**src/rtl/smul_pkg.sv**
```systemverilog
package smul_pkg;

    typedef enum logic [1:0] {
        ST_IDLE = 2'd0,
        ST_STEP = 2'd1,
        ST_DONE = 2'd2
    } smul_state_t;

endpackage

```
**src/rtl/smul_ctrl.sv**
```systemverilog
module smul_ctrl
    import smul_pkg::*;
#(
    parameter int W = 4
) (
    input  logic clk,
    input  logic rst_n,
    input  logic start,
    output logic load,
    output logic step,
    output logic last_step,
    output logic done
);

    localparam int CNT_W = (W > 1) ? $clog2(W) : 1;
    localparam logic [CNT_W-1:0] LAST = CNT_W'(W - 1);

    smul_state_t state_q, state_d;
    logic [CNT_W-1:0] cnt_q;
    logic at_last;

    assign at_last = (cnt_q == LAST);

    // state register
    always_ff @(posedge clk or negedge rst_n) begin
        if (!rst_n) begin
            state_q <= ST_IDLE;
        end else begin
            state_q <= state_d;
        end
    end

    // step counter, cleared on launch
    always_ff @(posedge clk or negedge rst_n) begin
        if (!rst_n) begin
            cnt_q <= '0;
        end else if (load) begin
            cnt_q <= '0;
        end else if (step && !at_last) begin
            cnt_q <= cnt_q + 1'b1;
        end
    end

    // next-state logic
    always_comb begin
        state_d = state_q;
        unique case (state_q)
            ST_IDLE: if (start)   state_d = ST_STEP;   // launch
            ST_STEP: if (at_last) state_d = ST_DONE;   // finish, else iterate
            ST_DONE:              state_d = ST_IDLE;   // release
            default:              state_d = ST_IDLE;
        endcase
    end

    // outputs
    always_comb begin
        load      = 1'b0;
        step      = 1'b0;
        last_step = 1'b0;
        done      = 1'b0;
        unique case (state_q)
            ST_IDLE: load = start;
            ST_STEP: begin
                step      = 1'b1;
                last_step = at_last;
            end
            ST_DONE: done = 1'b1;
            default: ;
        endcase
    end

endmodule

```
**src/rtl/smul_addsub.sv**
```systemverilog
module smul_addsub #(
    parameter int W = 4
) (
    input  logic [W-1:0] part_hi,
    input  logic [W-1:0] mcand,
    input  logic         take,
    input  logic         negate,
    output logic [W:0]   sum
);

    logic [W:0] hi_ext;
    logic [W:0] md_ext;
    logic [W:0] operand;

    // one guard bit so no sum can overflow
    assign hi_ext  = {part_hi[W-1], part_hi};
    assign md_ext  = {mcand[W-1], mcand};
    assign operand = take ? md_ext : '0;

    always_comb begin
        if (negate) begin
            sum = hi_ext - operand;
        end else begin
            sum = hi_ext + operand;
        end
    end

endmodule

```
**src/rtl/smul_regs.sv**
```systemverilog
module smul_regs #(
    parameter int W = 4
) (
    input  logic         clk,
    input  logic         rst_n,
    input  logic         load,
    input  logic         step,
    input  logic [W-1:0] mcand_in,
    input  logic [W-1:0] mplier_in,
    input  logic [W:0]   sum,
    output logic [W-1:0] part_hi,
    output logic [W-1:0] part_lo,
    output logic [W-1:0] mcand_q
);

    always_ff @(posedge clk or negedge rst_n) begin
        if (!rst_n) begin
            part_hi <= '0;
            part_lo <= '0;
            mcand_q <= '0;
        end else if (load) begin
            part_hi <= '0;
            part_lo <= mplier_in;
            mcand_q <= mcand_in;
        end else if (step) begin
            // sum written one place right: add and shift in one edge
            part_hi <= sum[W:1];
            part_lo <= {sum[0], part_lo[W-1:1]};
        end
    end

endmodule

```
**src/rtl/smul_top.sv**
```systemverilog
module smul_top
    import smul_pkg::*;
#(
    parameter int W = 4
) (
    input  logic           clk,
    input  logic           rst_n,
    input  logic           start,
    input  logic [W-1:0]   multiplicand,
    input  logic [W-1:0]   multiplier,
    output logic [2*W-1:0] product,
    output logic           done
);

    logic         load;
    logic         step;
    logic         last_step;
    logic [W-1:0] part_hi;
    logic [W-1:0] part_lo;
    logic [W-1:0] mcand_q;
    logic [W:0]   sum;

    smul_ctrl #(.W(W)) u_ctrl (
        .clk       (clk),
        .rst_n     (rst_n),
        .start     (start),
        .load      (load),
        .step      (step),
        .last_step (last_step),
        .done      (done)
    );

    smul_addsub #(.W(W)) u_addsub (
        .part_hi (part_hi),
        .mcand   (mcand_q),
        .take    (part_lo[0]),
        .negate  (last_step),
        .sum     (sum)
    );

    smul_regs #(.W(W)) u_regs (
        .clk       (clk),
        .rst_n     (rst_n),
        .load      (load),
        .step      (step),
        .mcand_in  (multiplicand),
        .mplier_in (multiplier),
        .sum       (sum),
        .part_hi   (part_hi),
        .part_lo   (part_lo),
        .mcand_q   (mcand_q)
    );

    assign product = {part_hi, part_lo};

endmodule

```
**config.mk**
```make
export PLATFORM = sky130hd
export DESIGN_NAME = smul_top
export DESIGN_NICKNAME = d
export VERILOG_FILES = /design/src/rtl/smul_pkg.sv /design/src/rtl/smul_ctrl.sv /design/src/rtl/smul_addsub.sv /design/src/rtl/smul_regs.sv /design/src/rtl/smul_top.sv
export SDC_FILE = /design/constraint.sdc
export NUM_CORES = 1
export LEC_CHECK = 0
export BUFFER_PORTS_ARGS = -buffer_cell sky130_fd_sc_hd__buf_2
export CAP_MARGIN = 20
export CORE_MARGIN = 3
export CORE_UTILIZATION = 30
export DETAILED_ROUTE_END_ITERATION = 12
export PLACE_DENSITY_LB_ADDON = 0.25
export SYNTH_ARGS = -nofsm -noshare
export SYNTH_HDL_FRONTEND = slang
export SYNTH_SLANG_ARGS = --single-unit
```
**constraint.sdc**
```tcl
create_clock -name clk -period 2.5 [get_ports clk]
set_clock_uncertainty 0.15 [all_clocks]
set_input_delay 0.125 -clock clk [delete_from_list [all_inputs] [get_ports clk]]
set_output_delay 0.125 -clock clk [all_outputs]
set_load 0.01 [all_outputs]
```
Word-level counts from Yosys, hierarchy flattened

Index checks and enable logic that the tools add are counted.
W data, S select, Z words.

Register bits: 16
Input bits: 11

$add $sub $neg: 3
Equality and inequality tests: 5
Multiplexer cells: 15
Reductions and logical operators: 6

Operators by type and width:

| cell                  | count |
|---|---|
| $mux W4               | 4 |
| $mux W5               | 2 |
| $mux W2               | 4 |
| $add A5 B5 Y5         | 1 |
| $sub A5 B5 Y5         | 1 |
| $eq A2 B2 Y1 const B  | 2 |
| $mux W1               | 4 |
| $pmux W2 S2           | 1 |
| $reduce_bool A2 Y1    | 2 |
| $add A2 B1 Y2 const B | 1 |
| $eq A2 B1 Y1 const B  | 1 |
| $logic_not A2 Y1      | 1 |
| $ne A2 B1 Y1 const B  | 1 |
| $ne A2 B2 Y1 const B  | 1 |
| $reduce_and A2 Y1     | 1 |
| $logic_and A1 B1 Y1   | 1 |
| $logic_not A1 Y1      | 1 |

Logic depth before layout (Yosys ltp)

Word-level depth: 5
Gate-level depth with buffers: 10
Depth with buffers taken out: 9

Modules after synthesis

From an unflattened synthesis, not the netlist that was laid out.

Cells, all modules: 90
Area, all modules: 1013.5 µm²

Modules (own cells, without submodules):

| module      | instances | cells each | area an instance (µm²) |
|---|---|---|---|
| smul_regs   | 1         | 39         | 535.5 |
| smul_addsub | 1         | 33         | 257.7 |
| smul_ctrl   | 1         | 18         | 220.2 |

Worst setup path before layout

OpenSTA, ideal clock, no wires.

Path kind: flip-flop to flip-flop
From: register u_ctrl.state_q[0]
To: register u_regs.part_hi[2]
Library setup time: 122 ps
Data arrival time: 2152 ps
Required time: 2228 ps
Path slack: 76 ps
Cell stages (with the launch flop): 10
Period minus slack after synthesis: 2424 ps
Cell sequence: dfrtp_1 nor2b_1 clkbuf_1 nand2_1 a21oi_1 ha_1 nor2b_1 o21a_1 or3_1 a32o_1

Word-level cells in the longest chain between the ends: 5
Elaborated cells on any way between the ends: 9
Those cells by class: eq/ne (1); mux (6); reduce/logical (2)

RTL lines:

| item                   | line              | source |
|---|---|---|
| start, declared        | smul_ctrl.sv:18   | `smul_state_t state_q, state_d;` |
| start signal, assigned | smul_ctrl.sv:29   | `state_q <= state_d;` |
| $eq A2 B1 Y1           | smul_ctrl.sv:61   | `unique case (state_q)` |
| $mux W1                | smul_ctrl.sv:61   |  |
| $mux W5                | smul_addsub.sv:21 | `if (negate) begin` |
| $mux W4                | smul_regs.sv:25   | `end else if (step) begin` |
| $mux W4                | smul_regs.sv:21   | `end else if (load) begin` |
| end signal, assigned   | smul_regs.sv:27   | `part_hi <= sum[W:1];` |
| end, declared          | smul_regs.sv:11   | `output logic [W-1:0] part_hi,` |

Parallel ways exist; a longest one is shown, timed or not. The select of a mux whose other input is x is not followed.
A chain may end at the register's enable or synchronous reset.

Worst setup path after layout

From: register u_ctrl.cnt_q[0]
To: register u_regs.part_hi[2]

Word-level cells in the longest chain between the ends: 5

RTL lines:

| item                   | line              | source |
|---|---|---|
| start, declared        | smul_ctrl.sv:19   | `logic [CNT_W-1:0] cnt_q;` |
| start signal, assigned | smul_ctrl.sv:40   | `cnt_q <= cnt_q + 1'b1;` |
| $eq A2 B2 Y1           | smul_ctrl.sv:22   | `assign at_last = (cnt_q == LAST);` |
| $mux W1                | smul_ctrl.sv:61   |  |
| $mux W5                | smul_addsub.sv:21 |  |
| $mux W4                | smul_regs.sv:25   |  |
| $mux W4                | smul_regs.sv:21   |  |

No other way between the ends. The select of a mux whose other input is x is not followed.

==> run_results.csv <==
group,metric,value,unit
power,p_int,1150,uW
worst_setup_path,reg2reg_to,"u_regs.part_hi[2]",
synth,synth_compound_area_share,20.4,%
floorplanning,dieArea,4200,um2
synth,synth-seq-area-share,38.6,%
synth,synth.top_cell.area_share,38.6,%
power,p_seq_share,26.3,%
global_routing,grt_pass1_wl,3930,um
synth,syn-cell-area,1040,um2
worst_setup_path,ff2ff_path_depth,8,
clock_network,clk_latency,0.30,ns
floorplanning,core_area,3180,um2
sta,hold_viol_final,0,
synth,synth_top_family_by_area,"compound AO/OA/AOI/OAI gates",
synth,syn-instance-count,102,
cells_and_area,utilization,41.7,%
cells_and_area,syn2layout_area_growth,27.5,%
route,drt_first_pass_iters,4,
place,dp_hpwl,1720,um
sta,hold_slack,0.0475,ns
synth,synthMuxAreaShare,7.35,%
clock_network,cts_tree,"done",
global_routing,grt_max_degree,17,
cells_and_area,nFillCells,323,
synth,synth_top_area_cell,"dfrtp_1",
clock_network,ctsRootBufferMaster,"clkbuf_4",
power,p_per_area,1500,nW/um2
route,initialDrtViolationCount,29,
route,post_drt_wl_per_cell,12.8,um
synth,netlist_top_cells_area,"dfrtp_1 (39%), ha_1 (7.2%), a22o_1 (4.2%)",
clock_network,numCtsBuffers,3,
worst_hold_path,min_from,"start",
place,gp_congestion,0.788,
sta,worst_pin_slew,0.621,ns
route,wl,2280,um
power,vdd_drop_max,473,uV
place,port_buffers,19,
cells_and_area,num_antenna_cells,0,
route,num_vias,862,
clock_network,post_cts_buffers,0,
power,p_clk_share,8.8,%
floorplanning,rows,20,
sta,rsz0062_at_grt,"no",
synth,synth_xor_area_share,3.37,%
sta,post-route-period-util,93.6,%
power,p_switching,838,uW
synth,ys_warn_count,0,
power,swShare,42.2,%
worst_setup_path,cp-startpoint,"u_ctrl.cnt_q[0]",
clock_network,clkTransAtPathRegs,0.11,ns
power,p_leak,0.000622,uW
sta,period_needed,2.34,ns
route,drt-vias-per-instance,4.84,
clock_network,h-tree-depth,1,
synth,synth_fp_nets,120,
global_routing,antenna_found_initial,0,
floorplanning,initial_core_util,32.7,%
worst_hold_path,hold_path_depth,3,
cells_and_area,layout-drive-gt1-share,29.9,%
worst_setup_path,r2r_slack,0.16,ns
global_routing,gr-total-overflow,0,
floorplanning,dieHeight,64.8,um
run_status,run_status,"finished, final reports clean",
synth,synthSimpleGateAreaFrac,14.9,%
clock_network,clk_path_buf_depth,2,
global_routing,grt_pass1_vias,836,
sta,drv_slew,0,
worst_setup_path,r2r-start,"u_ctrl.cnt_q[0]",
worst_setup_path,cp_max_fo,6,
synth,synth_cell_types,37,
worst_setup_path,required,2.55,ns
sta,setup_viol,0,
synth,synth.avg_cell_area,10.2,um2
route,route.detailed.drc,0,
sta,finalSetupTns,0,ns
global_routing,track_usage,11.9,%
power,comb_power_share,64.8,%
worst_setup_path,worstPathArrival,2.39,ns
worst_setup_path,crit_path_start_kind,"flip-flop",
cells_and_area,final_nets,153,
worst_setup_path,critPathCaptureType,"flip-flop",
worst_hold_path,hold_end,"u_ctrl.state_q[0]",
synth,synthAdderAreaFrac,9.16,%
floorplanning,num_io_pins,20,
sta,slew_headroom,58.5,%
flow_run,max_cap_violations,0,
clock_network,clock-sinks,16,
route,final_antenna_net_count,0,
worst_setup_path,critPathKind,"flip-flop to flip-flop",
worst_hold_path,hold_class,"input pin to flip-flop",
sta,max_freq,427,MHz
synth,synth_seq_cells,16,
floorplanning,fp.dieW,64.8,um
[power by group through the flow]
stage | Clock (uW) | Sequential [uW] | Combinational, uW
2_1_floorplan | 0 | 530 | 931
3_3_place_gp | 0 | 520 | 1230
3_5_place_dp | 0 | 528 | 1260
4_1_cts | 183 | 522 | 1270
5_1_grt | 190 | 550 | 1450
6_report | 175 | 523 | 1290
[worst max-delay path by stage]
stage | endpoint | slack, ns
floorplan | u_regs.part_hi[2] | 0.08
global placement | u_regs.part_hi[2] | 0.14
detailed placement | u_regs.part_hi[2] | 0.11
CTS | u_regs.part_hi[2] | 0.11
global route | u_regs.part_hi[3] | 0.007
finish | u_regs.part_hi[2] | 0.16
[metal layers]
layer | track usage [%] | vias to the layer above | share of wire (%)
met4 | 4.49 | 0 | 1.2
li1 | - | 428 | -
met2 | 17.9 | 16 | 46
met1 | 16.1 | 416 | 48
met3 | 3.47 | 2 | 4.8
met5 | 0 | - | 0
[critical path, stage by stage, from the launching register on]
cell	delay, ns
dfrtp_1	0.41
ha_2	0.22
buf_4	0.16
a21oi_1	0.15
xor2_1	0.19
ha_1	0.30
o21a_1	0.13
or3_1	0.30
a32o_1	0.24
[kinds of logic after synthesis]
group / after synthesis
and+or+nand+nor: 27
xor gates and xnor gates: 4
buffers and inverters: 12
AOI/OAI and AO/OA: 29
muxes: 7
adders and majority gates: 7
DFF: 16
[flip-flops by register name (all words and copies together) (netlist names)]
signal / flops
u_regs.mcand_q: 4
u_regs.part_hi: 4
u_regs.part_lo: 4
u_ctrl.cnt_q: 2
u_ctrl.state_q: 2
[synth_stat cells (all sizes together)]
cell type  number
o211ai          1
dfrtp          16
xor2            4
a22oi           2
inv             6
nand2           9
a22o            5
nor3            1
nor2            5
fa              1
mux2i           2
o21ai           4
a211oi          2
buf             4
mux2            5
o22a            1
a311oi          1
a21o            1
o21bai          1
or3             1
a21oi           8
or3b            1
ha              6
nand3           1
and3b           1
a221oi          1
o21a            1
nor2b           6
nor4bb          1
a32o            1
clkbuf          2
nand2b          1
[through the flow]
stage               power [uW]  instance area (um2)  instances  setup WS, ns
floorplan                 1460                 1040        102        0.0760
global placement          1750                 1210        167         0.145
global route              2190                 1320        178       0.00737
CTS                       1980                 1310        178         0.108
detailed placement        1790                 1210        167         0.108
finish                    1990                 1320        178         0.160
[area by class of cell]
type,count,area (um2),area share (%)
timing repair buffer,34,225,17.0
sequential,16,400,30.2
inverter,6,22.5,1.70
tap,44,55.1,4.16
multi-input combinational,74,584,44.1
clock buffer,4,36.3,2.74
[repair_timing]
action	in CTS	in global routing
hold buffers	7	0
gates resized for setup	0	4
endpoints found under the setup margin	0	1
endpoints found under the hold margin	22	0
[cells in the final DEF, fill, tap and decap left out, types with 2 or more instances in the layout]
master         instances
dlygate4sd3_1          7
mux2_1                 3
ha_2                   2
nor2b_1                5
a21oi_1                7
mux2i_1                2
a22o_1                 5
clkbuf_4               3
buf_2                 19
nand2_1                9
o21ai_0                3
inv_1                  6
mux2_2                 2
ha_1                   4
dfrtp_1               16
xor2_1                 4
buf_4                  8
a22oi_1                2
nor2_1                 5
(Power assumes the default switching activity.)
